File: src/rtl/dpca_pkg.sv
package dpca_pkg;
  localparam int NPORTS = 2;
  localparam int PORT_A = 0;
  localparam int PORT_B = 1;

  // Next winner flags from presence history and the current winner flags.
  function automatic logic [NPORTS-1:0] pick_winner(
    input logic              match,
    input logic [NPORTS-1:0] held,
    input logic [NPORTS-1:0] win_cur
  );
    logic [NPORTS-1:0] nxt;
    nxt = '0;
    if (match) begin
      if (held[PORT_A] && held[PORT_B] && (win_cur != '0))
        nxt = win_cur;
      else if (held[PORT_B] && !held[PORT_A])
        nxt[PORT_B] = 1'b1;
      else
        nxt[PORT_A] = 1'b1;
    end
    return nxt;
  endfunction
endpackage

File: src/rtl/dpca_port_track.sv
module dpca_port_track #(
  parameter int ADDR_W = 13
) (
  input  logic              clk,
  input  logic              rst,
  input  logic              en,
  input  logic [ADDR_W-1:0] addr,
  output logic              held
);
  logic              prev_en_q;
  logic [ADDR_W-1:0] prev_addr_q;

  always_ff @(posedge clk) begin
    if (rst) begin
      prev_en_q   <= 1'b0;
      prev_addr_q <= '0;
    end else begin
      prev_en_q   <= en;
      prev_addr_q <= addr;
    end
  end

  assign held = prev_en_q && en && (prev_addr_q == addr);
endmodule

File: src/rtl/dpca_win_track.sv
module dpca_win_track
  import dpca_pkg::*;
(
  input  logic              clk,
  input  logic              rst,
  input  logic              match,
  input  logic [NPORTS-1:0] held,
  output logic [NPORTS-1:0] win_next
);
  logic [NPORTS-1:0] win_q;

  always_comb win_next = pick_winner(match, held, win_q);

  always_ff @(posedge clk) begin
    if (rst) win_q <= '0;
    else     win_q <= win_next;
  end

  // at most one first flag at any time
  p_one_first_r3: assert property (@(posedge clk) disable iff (rst)
    $onehot0(win_q));

  // an unchanged contention keeps its winner
  p_keep_winner_r4: assert property (@(posedge clk) disable iff (rst)
    (match && (held == 2'b11) && (win_q != '0)) |=> ($past(win_q) == win_q));
endmodule

File: src/rtl/dpca_flag_out.sv
module dpca_flag_out (
  input  logic clk,
  input  logic rst,
  input  logic master_mode,
  input  logic lose_next,
  input  logic wr,
  input  logic busy_n_in,
  output logic busy_n,
  output logic wr_ok
);
  always_ff @(posedge clk) begin
    if (rst) begin
      busy_n <= 1'b1;
      wr_ok  <= 1'b0;
    end else if (master_mode) begin
      busy_n <= !lose_next;
      wr_ok  <= wr && !lose_next;
    end else begin
      busy_n <= 1'b1;
      wr_ok  <= wr && busy_n_in;
    end
  end

  // a slave never asserts its own busy
  p_slave_quiet_r6: assert property (@(posedge clk) disable iff (rst)
    !$past(master_mode) && !$past(rst) |-> busy_n);
endmodule

File: src/rtl/dp_contention_arbiter.sv
module dp_contention_arbiter
  import dpca_pkg::*;
#(
  parameter int ADDR_W = 13
) (
  input  logic              clk,
  input  logic              rst,
  input  logic              master_mode,
  input  logic              a_en,
  input  logic [ADDR_W-1:0] a_addr,
  input  logic              a_wr,
  input  logic              b_en,
  input  logic [ADDR_W-1:0] b_addr,
  input  logic              b_wr,
  input  logic              a_busy_n_in,
  input  logic              b_busy_n_in,
  output logic              a_busy_n,
  output logic              b_busy_n,
  output logic              a_wr_ok,
  output logic              b_wr_ok
);
  logic              en_v     [NPORTS];
  logic [ADDR_W-1:0] addr_v   [NPORTS];
  logic              wr_v     [NPORTS];
  logic              bin_v    [NPORTS];
  logic              busy_v   [NPORTS];
  logic              ok_v     [NPORTS];
  logic [NPORTS-1:0] held;
  logic [NPORTS-1:0] win_next;
  logic              match;

  assign en_v[PORT_A]   = a_en;
  assign en_v[PORT_B]   = b_en;
  assign addr_v[PORT_A] = a_addr;
  assign addr_v[PORT_B] = b_addr;
  assign wr_v[PORT_A]   = a_wr;
  assign wr_v[PORT_B]   = b_wr;
  assign bin_v[PORT_A]  = a_busy_n_in;
  assign bin_v[PORT_B]  = b_busy_n_in;

  assign match = a_en && b_en && (a_addr == b_addr);

  genvar p;
  generate
    for (p = 0; p < NPORTS; p++) begin : g_port
      dpca_port_track #(.ADDR_W(ADDR_W)) u_track (
        .clk  (clk),
        .rst  (rst),
        .en   (en_v[p]),
        .addr (addr_v[p]),
        .held (held[p])
      );
      dpca_flag_out u_flag (
        .clk         (clk),
        .rst         (rst),
        .master_mode (master_mode),
        .lose_next   (match && !win_next[p]),
        .wr          (wr_v[p]),
        .busy_n_in   (bin_v[p]),
        .busy_n      (busy_v[p]),
        .wr_ok       (ok_v[p])
      );
    end
  endgenerate

  dpca_win_track u_win (
    .clk      (clk),
    .rst      (rst),
    .match    (match),
    .held     (held),
    .win_next (win_next)
  );

  assign a_busy_n = busy_v[PORT_A];
  assign b_busy_n = busy_v[PORT_B];
  assign a_wr_ok  = ok_v[PORT_A];
  assign b_wr_ok  = ok_v[PORT_B];

  // never both ports busy
  p_not_both_busy_r3: assert property (@(posedge clk) disable iff (rst)
    !(!a_busy_n && !b_busy_n));

  // busy only after a sampled address match with both enabled
  p_busy_needs_match_r1: assert property (@(posedge clk) disable iff (rst)
    (!a_busy_n || !b_busy_n) |-> $past(a_en && b_en && (a_addr == b_addr)));

  // a slave port with busy input low gets no write
  p_slave_block_r7: assert property (@(posedge clk) disable iff (rst)
    $past(!rst && !master_mode && !a_busy_n_in) |-> !a_wr_ok);

  // a losing master port never gets a write
  p_master_block_r8: assert property (@(posedge clk) disable iff (rst)
    !b_busy_n |-> !b_wr_ok);
endmodule

File: config.mk
export PLATFORM = sky130hd
export DESIGN_NAME = dp_contention_arbiter
export DESIGN_NICKNAME = d
export VERILOG_FILES = /design/src/rtl/dpca_pkg.sv /design/src/rtl/dpca_port_track.sv /design/src/rtl/dpca_win_track.sv /design/src/rtl/dpca_flag_out.sv /design/src/rtl/dp_contention_arbiter.sv
export SDC_FILE = /design/constraint.sdc
export NUM_CORES = 1
export LEC_CHECK = 0
export BUFFER_PORTS_ARGS = -buffer_cell sky130_fd_sc_hd__buf_2
export CORE_UTILIZATION = 54
export DETAILED_ROUTE_END_ITERATION = 6
export PLACE_DENSITY_LB_ADDON = 0.2
export SYNTH_ARGS = -nofsm -noshare
export SYNTH_HDL_FRONTEND = slang
export SYNTH_SLANG_ARGS = --single-unit
File: constraint.sdc
create_clock -name clk -period 3.3 [get_ports clk]
set_clock_uncertainty 0.15 [all_clocks]
set_input_delay 0.495 -clock clk [delete_from_list [all_inputs] [get_ports clk]]
set_output_delay 0.495 -clock clk [all_outputs]
set_load 0.05 [all_outputs]
==> metrics.md <==
| Metric | Value |
|---|---|
| Status | finished, final reports clean |
| Max VDD drop | 358 uV |
| Chip height | 53.4 um |
| Critical path type | register to register |
| Setup TNS | 0 ns |
| Layout Nets | 219 |
| First-pass GRT wire length | 4400 um |
| Post-CTS Resized | 0 |
| Minimum clock period | 1.85 ns |
| Power per cell area | 461 nW/um^2 |
| Final period utilization | 56.2% |
| RSZ-0062 raised after global routing | false |
| Pin count of the biggest net entering global routing | 33 |
| TritonRoute pass-1 iters | 4 |
| HPWL Detailed | 2150 um |
| Max clock buf depth | 2 |
| Slew at the pin closest to its max-slew limit | 0.580 ns |
| Synthesized area | 1430 um^2 |
| Antenna Nets Post-Route | 0 |
| Ratio of cells with drive above 1 in the final layout | 25.9% |
| CTS H-tree depth | 2 |
| Final GP Congestion | 0.827 |
| Residual DRC | 0 |
| Area growth, synth to finish | 19.4% |
| Hold Path Class | primary input to register |
| Post-CTS Hold Fix Bufs | 0 |
| Largest area contributor in the netlist | dfxtp_1 |
| Leakage | 0.659 nW |
| Cts bufs inserted | 5 |
| Sequential area share after synthesis | 47.6% |
| Number of max-slew violations in the final report | 0 |
| Num ports | 39 |
| Width of the die | 53.4 um |
| Cells after Synth | 142 |
| N_diodes | 0 |
| CTS tree | built |
| Crit end category | register |
| Global route overflow | 0 |
| Synth top area share | 47.6% |
| Slew headroom | 61.0% |
| Setup Buffers After CTS | 0 |
| DR WL/cell | 12.8 um |
| Clock Pin Slew Worst Setup and Hold Paths | 0.10 ns |
| Synth cell types | 24 |
| Top area cells in the synthesized netlist | dfxtp_1, xnor2_1, nor2b_1 |
| Yosys warns | 0 |
| Critical path required time | 3.35 ns |
| # port buffers | 38 |
| WL final | 2750 um |
| Syn_nets | 177 |
| CTS Sinks | 34 |
| Initial core utilization | 57.2% |
| Initial DRC Count | 9 |
| Vias per inst | 5.12 |
| Fmax | 0.539 GHz |
| Worst Path Max Fanout | 3 |
| Via count | 1100 |
| Area post-placement | 1650 um^2 |
| Vias in the first global route | 1045 |
| CTS Root Buffer Type | clkbuf_4 |
| GR Util All Layers | 22.9% |
| Final hold vios | 0 |
| Final Setup Violations | 0 |
| Max-Cap Viols | 0 |
| DIE AREA | 2860 um^2 |
| Initial antenna violation count | 0 |
| Worst Path Arrival | 1.90 ns |
| Worst setup SP type | register |
| Final Instance Area | 1710 um^2 |
| Syn avg cell area | 10.1 um^2 |
| Row Count | 18 |
| Core Area | 2500 um^2 |
| Clock latency at the later pin of the worst-skew pair | 0.33 ns |
| Post-synthesis register bit count | 34 |
[flip-flops by register name, indices dropped and copies added (netlist names)]
register,cells
g_port.u_flag.busy_n,2
g_port.u_track.prev_en_q,2
g_port.u_track.prev_addr_q,26
u_win.win_q,2
g_port.u_flag.wr_ok,2
[worst max-delay path, stage by stage, from the launching register on]
cell      delay [ns]
dfxtp_1         0.32
nor2b_1         0.12
a2111o_1        0.39
nor4_2          0.40
a31o_1          0.25
a31oi_1         0.09
[path summary, 6_finish.rpt]
kind | cells past startpoint | to | start | slack [ns]
worst min-delay path | 2 | g_port[0].u_flag.busy_n$_SDFF_PP1_ | master_mode | 0.23
worst max-delay path | 5 | g_port[1].u_flag.wr_ok$_SDFF_PP0_ | g_port[0].u_track.prev_addr_q[2]$_SDFF_PP0_ | 1.45
worst min register to register | 3 | g_port[0].u_flag.wr_ok$_SDFF_PP0_ | u_win.win_q[1]$_SDFF_PP0_ | 0.44
worst max register to register | 5 | g_port[1].u_flag.wr_ok$_SDFF_PP0_ | g_port[0].u_track.prev_addr_q[2]$_SDFF_PP0_ | 1.45
[Yosys cell counts (all sizes together)]
library cell	n
dfxtp	34
xnor2	34
nor2b	31
nand4	8
nand3	5
nor2	5
inv	3
nand2b	3
nor4	3
a31oi	2
clkbuf	2
o21ai	2
xor2	2
a2111o	1
a21oi	1
a31o	1
and3	1
buf	1
nand2	1
o221ai	1
or4	1
[through the flow]
step                      total power (W)  setup slack (ns)  utilization [%]  hold WS [ns]  cells
after detailed placement         0.000561              1.18             65.8         0.439    207
after global placement           0.000557              1.21             65.8         0.411    207
after CTS                        0.000794              1.46             68.2         0.218    215
final                            0.000786              1.45             68.2         0.227    215
after global routing             0.000819              1.33             68.2         0.240    215
after floorplan                  0.000513              1.45                -         0.375    142
[routing by layer]
layer,GRT usage (%),up-vias,routed length [um]
li1,-,553,-
met1,27.1,504,1230
met2,36.5,33,1320
met3,6.90,10,121
met4,12.3,0,79
met5,0,-,0
[where the power goes]
part | total (W) | internal (W) | switching [W]
clock network | 0.000235 | 0.000103 | 0.000131
logic | 0.000113 | 0.0000574 | 0.0000560
registers | 0.000438 | 0.000430 | 0.00000793
total | 0.000786 | 0.000590 | 0.000195
[cell type report]
class,instances,area (um^2)
multi-input combinational,102,726
clock buffer,7,55.1
sequential,34,681
fill,213,795
inverter,3,11.3
tap,30,37.5
timing repair buffer,38,190
clock inverter,1,5.00
[cells by family (layout without fill, tap and decap cells)]
group                  count (synthesis)  in the layout  synth area share, %
AO/OA/AOI/OAI                          8              8                 3.94
buffers and inverters                  6             49                 1.58
XOR/XNOR                              36             36                 22.1
flip-flops                            34             34                 47.6
AND/OR/NAND/NOR                       58             58                 24.8
[cell usage in the layout (no fill, tap or decap), drive strengths merged]
master,synthesis,layout
buf,1,38
xnor2,34,34
dfxtp,34,34
nor2b,31,31
nand4,8,8
clkbuf,2,7
nand3,5,5
nor2,5,5
nand2b,3,3
inv,3,3
nor4,3,3
xor2,2,2
o21ai,2,2
a31oi,2,2
nand2,1,1
a2111o,1,1
o221ai,1,1
and3,1,1
a21oi,1,1
or4,1,1
a31o,1,1
clkinv,0,1
Note: power is estimated with default switching activity, not from simulation.
